File: src/rtl/ep0_out_pkg.sv
package ep0_out_pkg;
  localparam int unsigned WORD_W = 32;

  localparam int unsigned B_EN    = 31;
  localparam int unsigned B_NSET  = 27;
  localparam int unsigned B_NCLR  = 26;
  localparam int unsigned B_STALL = 21;
  localparam int unsigned B_SNOOP = 20;
  localparam int unsigned B_NAKRD = 17;

  typedef enum logic [1:0] {
    HS_NONE  = 2'b00,
    HS_ACK   = 2'b01,
    HS_NAK   = 2'b10,
    HS_STALL = 2'b11
  } hs_e;

  // Handshake priority for a packet event.
  function automatic hs_e pick_hs(input logic is_setup, input logic en,
                                  input logic nak, input logic gnak,
                                  input logic stall, input logic snoop,
                                  input logic ok);
    if (is_setup)           return HS_ACK;
    if (stall)              return HS_STALL;
    if (nak || gnak)        return HS_NAK;
    if (!en)                return HS_NAK;
    if (!ok && !snoop)      return HS_NONE;
    return HS_ACK;
  endfunction

  // Read view of the status word.
  function automatic logic [WORD_W-1:0] pack_word(input logic en, input logic stall,
                                                  input logic snoop, input logic nak);
    logic [WORD_W-1:0] w;
    w          = '0;
    w[B_EN]    = en;
    w[B_STALL] = stall;
    w[B_SNOOP] = snoop;
    w[B_NAKRD] = nak;
    return w;
  endfunction
endpackage

File: src/rtl/ep0_out_csr.sv
module ep0_out_csr
  import ep0_out_pkg::*;
(
  input  logic              clk,
  input  logic              rst_n,
  input  logic              sw_wr,
  input  logic              sw_en_set,
  input  logic              sw_nak_set,
  input  logic              sw_nak_clr,
  input  logic              sw_stall_set,
  input  logic              sw_snoop_val,
  input  logic              ev_setup_tok,
  input  logic              ev_setup_pkt,
  input  logic              ev_xfer_done,
  output logic              en_o,
  output logic              nak_o,
  output logic              stall_o,
  output logic              snoop_o,
  output logic [WORD_W-1:0] word_o
);
  logic en_q, nak_q, stall_q, snoop_q;
  logic en_d, nak_d, stall_d, snoop_d;
  logic core_en_clr, nak_set_any;

  assign core_en_clr = ev_setup_pkt | ev_xfer_done;
  assign nak_set_any = (sw_wr & sw_nak_set) | ev_setup_pkt | ev_xfer_done;

  always_comb begin
    en_d    = core_en_clr ? 1'b0 : (en_q | (sw_wr & sw_en_set));
    nak_d   = nak_set_any ? 1'b1 : ((sw_wr & sw_nak_clr) ? 1'b0 : nak_q);
    stall_d = ev_setup_tok ? 1'b0 : (stall_q | (sw_wr & sw_stall_set));
    snoop_d = sw_wr ? sw_snoop_val : snoop_q;
  end

  always_ff @(posedge clk or negedge rst_n) begin
    if (!rst_n) begin
      en_q    <= 1'b0;
      nak_q   <= 1'b0;
      stall_q <= 1'b0;
      snoop_q <= 1'b0;
    end else begin
      en_q    <= en_d;
      nak_q   <= nak_d;
      stall_q <= stall_d;
      snoop_q <= snoop_d;
    end
  end

  assign en_o    = en_q;
  assign nak_o   = nak_q;
  assign stall_o = stall_q;
  assign snoop_o = snoop_q;
  assign word_o  = pack_word(en_q, stall_q, snoop_q, nak_q);
endmodule

File: src/rtl/ep0_out_hs_sel.sv
module ep0_out_hs_sel
  import ep0_out_pkg::*;
(
  input  logic       clk,
  input  logic       rst_n,
  input  logic       setup_pkt,
  input  logic       out_pkt,
  input  logic       pkt_ok,
  input  logic       glb_nak,
  input  logic       en,
  input  logic       nak,
  input  logic       stall,
  input  logic       snoop,
  output logic [1:0] hs_code,
  output logic       hs_valid
);
  hs_e  hs_d, hs_q;
  logic vld_q;

  assign hs_d = pick_hs(setup_pkt, en, nak, glb_nak, stall, snoop, pkt_ok);

  always_ff @(posedge clk or negedge rst_n) begin
    if (!rst_n) begin
      hs_q  <= HS_NONE;
      vld_q <= 1'b0;
    end else begin
      vld_q <= setup_pkt | out_pkt;
      if (setup_pkt | out_pkt) hs_q <= hs_d;
    end
  end

  assign hs_code  = hs_q;
  assign hs_valid = vld_q;
endmodule

File: src/rtl/ep0_out_irq.sv
module ep0_out_irq #(
  parameter int unsigned N_IRQ = 2
) (
  input  logic             clk,
  input  logic             rst_n,
  input  logic [N_IRQ-1:0] ev,
  output logic [N_IRQ-1:0] irq
);
  for (genvar i = 0; i < N_IRQ; i++) begin : g_irq
    logic q;
    always_ff @(posedge clk or negedge rst_n) begin
      if (!rst_n) q <= 1'b0;
      else        q <= ev[i];
    end
    assign irq[i] = q;
  end
endmodule

File: src/rtl/ep0_out_hs_ctrl.sv
module ep0_out_hs_ctrl
  import ep0_out_pkg::*;
#(
  parameter int unsigned ADDR_W  = 12,
  parameter logic [ADDR_W-1:0] EP_ADDR = 12'hB00
) (
  input  logic              clk,
  input  logic              rst_n,
  input  logic [ADDR_W-1:0] reg_addr,
  input  logic              reg_we,
  input  logic [31:0]       reg_wdata,
  output logic [31:0]       reg_rdata,
  input  logic              setup_tok,
  input  logic              setup_pkt,
  input  logic              out_pkt,
  input  logic              pkt_ok,
  input  logic              xfer_done,
  input  logic              glb_out_nak,
  output logic [1:0]        hs_code,
  output logic              hs_valid,
  output logic              setup_done_irq,
  output logic              xfer_done_irq
);
  localparam int unsigned IRQ_SETUP = 0;
  localparam int unsigned IRQ_XFER  = 1;
  localparam int unsigned N_IRQ     = 2;

  logic              sel, sw_wr;
  logic              en_q, nak_q, stall_q, snoop_q;
  logic [WORD_W-1:0] word;
  logic [N_IRQ-1:0]  irq_ev, irq_out;
  logic              unused_wdata;

  assign sel   = (reg_addr == EP_ADDR);
  assign sw_wr = sel & reg_we;
  assign unused_wdata = ^{reg_wdata[30:28], reg_wdata[25:22], reg_wdata[19:0]};

  ep0_out_csr u_csr (
    .clk          (clk),
    .rst_n        (rst_n),
    .sw_wr        (sw_wr),
    .sw_en_set    (reg_wdata[B_EN]),
    .sw_nak_set   (reg_wdata[B_NSET]),
    .sw_nak_clr   (reg_wdata[B_NCLR]),
    .sw_stall_set (reg_wdata[B_STALL]),
    .sw_snoop_val (reg_wdata[B_SNOOP]),
    .ev_setup_tok (setup_tok),
    .ev_setup_pkt (setup_pkt),
    .ev_xfer_done (xfer_done),
    .en_o         (en_q),
    .nak_o        (nak_q),
    .stall_o      (stall_q),
    .snoop_o      (snoop_q),
    .word_o       (word)
  );

  ep0_out_hs_sel u_hs (
    .clk       (clk),
    .rst_n     (rst_n),
    .setup_pkt (setup_pkt),
    .out_pkt   (out_pkt),
    .pkt_ok    (pkt_ok),
    .glb_nak   (glb_out_nak),
    .en        (en_q),
    .nak       (nak_q),
    .stall     (stall_q),
    .snoop     (snoop_q),
    .hs_code   (hs_code),
    .hs_valid  (hs_valid)
  );

  always_comb begin
    irq_ev            = '0;
    irq_ev[IRQ_SETUP] = setup_pkt;
    irq_ev[IRQ_XFER]  = xfer_done;
  end

  ep0_out_irq #(.N_IRQ(N_IRQ)) u_irq (
    .clk   (clk),
    .rst_n (rst_n),
    .ev    (irq_ev),
    .irq   (irq_out)
  );

  assign setup_done_irq = irq_out[IRQ_SETUP];
  assign xfer_done_irq  = irq_out[IRQ_XFER];
  assign reg_rdata      = sel ? word : '0;
endmodule

File: config.mk
export PLATFORM = sky130hd
export DESIGN_NAME = ep0_out_hs_ctrl
export DESIGN_NICKNAME = d
export VERILOG_FILES = /design/src/rtl/ep0_out_pkg.sv /design/src/rtl/ep0_out_csr.sv /design/src/rtl/ep0_out_hs_sel.sv /design/src/rtl/ep0_out_irq.sv /design/src/rtl/ep0_out_hs_ctrl.sv
export SDC_FILE = /design/constraint.sdc
export NUM_CORES = 1
export LEC_CHECK = 0
export CORE_ASPECT_RATIO = 0.6
export CORE_MARGIN = 2
export CORE_UTILIZATION = 35
export DETAILED_ROUTE_END_ITERATION = 8
export GPL_ROUTABILITY_DRIVEN = 0
export PLACE_DENSITY = 0.83
export SYNTH_ARGS = -nofsm -noshare
export SYNTH_HDL_FRONTEND = slang
export SYNTH_HIERARCHICAL = 1
export SYNTH_SLANG_ARGS = --single-unit
File: constraint.sdc
create_clock -name clk -period 2.1 [get_ports clk]
set_clock_uncertainty 0.2 [all_clocks]
set_input_delay 0.315 -clock clk [delete_from_list [all_inputs] [get_ports clk]]
set_output_delay 0.315 -clock clk [all_outputs]
set_load 0.05 [all_outputs]
After elaboration in Yosys (flattened, before gate mapping)
Index checks and enable logic that the tools add are counted.
- order comparisons: 0
- div/mod/pow operators: 0
- bitwise gates (word level): 11
- add/subtract/negate cells: 0
- shift operators: 0
- eq/ne operators: 1
- multiplexer cells: 30
- multipliers: 0
- reduce and logical (&&, ||, !) cells: 5
- operators by type and width (cell ; count):
    two-way mux 32 bit ; 1
    two-way mux 2 bit ; 10
    two-way mux 1 bit ; 19
    == test 12 bit, second input constant ; 1
    OR 1 bit ; 6
    AND 1 bit ; 5
    logical NOT 1 bit ; 2
    nonzero test 2 bit ; 1
    logical AND 1 bit ; 1
    logical OR 1 bit ; 1
- ROM bits: 0
- flip-flop bits (word level): 9
- word-level logic and storage cells: 55
- memories kept: 0
- bits of input ports: 53
- output and inout port bits: 37
- bits in latches: 0
- RAM bits: 0

Longest topological paths before layout
- word-level depth: 16
- gate-level depth with buffers: 6
- gate-level depth less buffers: 4

Cells and area by module
Netlist, hierarchy kept.
- by module, submodules not included (module ; cells an instance ; area an instance (µm²) ; sequential area each (µm²) ; instances):
    ep0_out_hs_ctrl ; 81 ; 664.4 ; 0.0 ; 1
    ep0_out_csr ; 44 ; 392.9 ; 100.1 ; 1
    ep0_out_hs_sel ; 12 ; 135.1 ; 75.1 ; 1
    ep0_out_irq ; 4 ; 65.1 ; 50.0 ; 1

Worst setup path after synthesis
OpenSTA, ideal clock, no wires.
- path kind: input to output
- from: input reg_addr[10]
- to: output reg_rdata[31]
- stages: 3
- arrival: 2.529 ns
- path buffers: 1
- path slack: -0.944 ns
- data required time: 1.585 ns
- cells stage by stage: or4b_1 buf_6 nor4_1
- word-level cells in the longest chain between the ends: 2
- ends and longest elaborated chain (element ; RTL line ; source):
    from (decl) ; ep0_out_hs_ctrl.sv:9 ; input logic [ADDR_W-1:0] reg_addr,
    == test 12 bit ; ep0_out_hs_ctrl.sv:34 ; assign sel = (reg_addr == EP_ADDR);
    two-way mux 32 bit ; ep0_out_hs_ctrl.sv:87 ; assign reg_rdata = sel ? word : '0;
    to (decl) ; ep0_out_hs_ctrl.sv:12 ; output logic [31:0] reg_rdata,
Every way passes these cells.

Final worst setup path
- from: input reg_addr[2]
- to: output reg_rdata[21]
Same word-level chain as after synthesis.

==> reports/results.txt <==
Via density = 4.375
Setup violations, final = 1
# rows = 16
Max Cap Viol = 0
Placed Area = 1634 um2
CTS tree = done
Remaining Overflow, GRT = 0
Port Buffers = 34
Number of diodes = 0
Crit-path slowest cell = or4b_4
Hold crit path type = in2async
Vias in the first global route = 909
Drt first-iter violations = 13
Final net count = 233
Total die area = 4104 um2
WS Path Type = in2out
Minimum clock period after layout = 2.111 ns
DR WL/cell = 12.46 um
Worst r2r src = u_csr/en_o$_DFF_PN0_
DP Wirelength = 2.288 mm
VDD IR-drop max = 0.1678 mV
DR WL met3 = 137 um
Routed wl met2 = 1.327 mm
Max incr delay on CP = 0.55 ns
Critical Path Source Type = primary input
# hold bufs at CTS = 0
WL met1 = 1.297 mm
Initial antenna violation count = 0
Leakage = 0.0006116 uW
Initial Utilization = 37.61%
Hold slack = 0.1955 ns
Status = finished, violations left
Post-synth EDFFs = 0
Largest net degree at the start of global routing = 21
Worst-Margin Slew = 2.072 ns
Remaining DRCs = 0
CTS Buf Count = 3
Multi-input gate area = 743.2 um2
Die H = 50.43 um
First-pass GRT wire length = 4.560 mm
Fin. Hold Viols = 0
Synth cell types = 27
Worst-skew pair later-pin latency = 0.23 ns
DRT Wirelength = 2.790 mm
Fmax = 473.6 MHz
Seq cells post-synth = 9
WP data required = 1.58 ns
Final worst slack = -0.01145 ns
Sequential fraction of the synthesis area = 17.91%
Drt first pass iters = 3
Period utilization = 100.5%
Top Layer Used = met4
Setup crit end kind = output pin
Failing checks = max-slew violations, negative setup slack
Mapped Cells = 141
Synthesized area per cell = 8.918 um2
Total Routing Usage GR = 14.83%
Reg2Reg Depth = 3
Area Growth Syn to Fin = 34.23%
Critical-path cell list = buf_6, or4b_4, buf_12, nor4_4, buf_12
Post-route cell area = 1688 um2
Slew headroom = -39.43%
Synth warn = 6
Worst EP arrival = 1.60 ns
Pins Over Slew Limit = 10
Worst-path maximum fanout = 5
FILL cells = 322
Post-Syn Area = 1257 um2
Core box area = 3343 um2
DR vias = 980
IO Count = 90
Post-layout util = 50.49%
R2R setup slack = 0.91 ns
Post-route ant nets = 0
Ys flop type = dfrtp_1
RSZ-0062 raised after global routing = yes
Register area = 225.2 um2
Crit path max-delay family = simple AND/OR/NAND/NOR gates
Worst path buffer plus inverter count = 3
Die Width = 81.38 um
CTS sink cnt = 9
Clock tree buffer depth = 2
Reg-to-Reg End = u_hs/hs_code[1]$_DFFE_PN0P_
Post-synth ARST share = 100.0%
Cell Pwr Density = 322.7 nW/um2
Layout cells sized above 1 = 38.55%
Clk root buf = clkbuf_8
CTS clock-pin slew for the worst setup and hold paths = 0.05 ns
H-tree Lvls = 1
Most used cell, CP = buf_12
[placed cells by master (no fill, tap or decap)]
cell / count
nor4_4: 6
clkbuf_8: 3
nand4bb_4: 1
a21boi_1: 1
a21oi_1: 2
nor4_1: 10
or2_4: 1
inv_1: 26
or4b_2: 6
a2111o_1: 1
dlygate4sd2_1: 4
nor3_2: 1
or4b_4: 2
nor3_1: 1
a31oi_1: 1
clkdlybuf4s15_1: 2
buf_4: 16
buf_6: 4
o211ai_1: 1
and4b_1: 1
clkbuf_1: 1
buf_2: 4
buf_12: 5
nor4_2: 17
clkdlybuf4s50_1: 18
nor2_2: 1
nor2_1: 4
dfrtp_1: 9
conb_1: 28
or4_4: 1
mux2_2: 1
[synthesized netlist by cell type, types with 2 or more instances]
| cell type | count | area, um2 |
|---|---|---|
| buf_4 | 34 | 255.2 |
| buf_1 | 3 | 11.26 |
| or4b_2 | 7 | 70.07 |
| a21oi_1 | 2 | 10.01 |
| nor4_1 | 12 | 75.07 |
| nor4_2 | 19 | 237.7 |
| buf_6 | 7 | 78.83 |
| dfrtp_1 | 9 | 225.2 |
| nor2_1 | 4 | 15.01 |
| inv_1 | 26 | 97.59 |
| nor4_4 | 2 | 42.54 |
[worst max-delay path by stage]
stage                     depth (start not counted)  slack [ns]         start       endpoint
final                                             5       -0.01   reg_addr[2]  reg_rdata[21]
after global routing                              4       -0.05   reg_addr[4]  reg_rdata[17]
after CTS                                         5       0.005   reg_addr[2]  reg_rdata[31]
after detailed placement                          5       -0.36  reg_addr[10]  reg_rdata[17]
after global placement                            5       -0.35  reg_addr[10]  reg_rdata[17]
after floorplan                                   4       -0.21  reg_addr[10]  reg_rdata[17]
[registers in the layout, summed over array words and instances (netlist names)]
name / count
u_hs/hs_code: 2
u_csr/en_o: 1
u_csr/nak_o: 1
u_irq/g_irq.q: 2
u_hs/hs_valid: 1
u_csr/snoop_o: 1
u_csr/stall_o: 1
[cells by family (layout without fill, tap and decap cells)]
logic type | Yosys count | after routing | share of synthesized area, %
mux | 1 | 1 | 0.8955
other cells | 1 | 28 | 0.2982
simple gates | 52 | 52 | 40.80
compound gates | 6 | 6 | 3.384
flops | 9 | 9 | 17.91
buf+inv | 72 | 83 | 36.72
[routing by layer]
metal / up-vias / global-route usage, %
li1: 506 / -
met1: 445 / 18.44
met2: 27 / 24.18
met3: 2 / 4.676
met4: 0 / 5.085
met5: - / 0
[through the flow]
| step | total power (uW) | setup TNS, ns | cells | worst slack, ns |
|---|---|---|---|---|
| finish | 544.7 | -0.01145 | 224 | -0.01145 |
| global route | 578.3 | -0.09416 | 224 | -0.04516 |
| detailed placement | 348.3 | -2.496 | 218 | -0.3629 |
| floorplan | 308.1 | -0.9764 | 168 | -0.2070 |
| global placement | 345.5 | -2.331 | 218 | -0.3491 |
| CTS | 549.4 | 0 | 224 | 0.005009 |
[what timing repair did]
| action | in CTS | in global routing |
|---|---|---|
| buffers inserted | 3 | 0 |
| resized for setup | 36 | 1 |
| setup endpoints to repair | 7 | 4 |
| pin swaps | 7 | 1 |
[power breakdown]
| group | switching (uW) | total [uW] | internal [uW] |
|---|---|---|---|
| logic | 86.2 | 160 | 73.8 |
| clock network | 69.9 | 202 | 132 |
| registers | 2.66 | 182 | 180 |
| total | 159 | 545 | 386 |
[cell type report]
type	instances	area share (%)
clock buffer	4	2.669
inverter	26	5.782
multi-input combinational	87	44.03
sequential	9	13.34
tap	45	3.336
timing repair buffer	53	30.84
No activity file was read; power rests on OpenSTA's default activity.
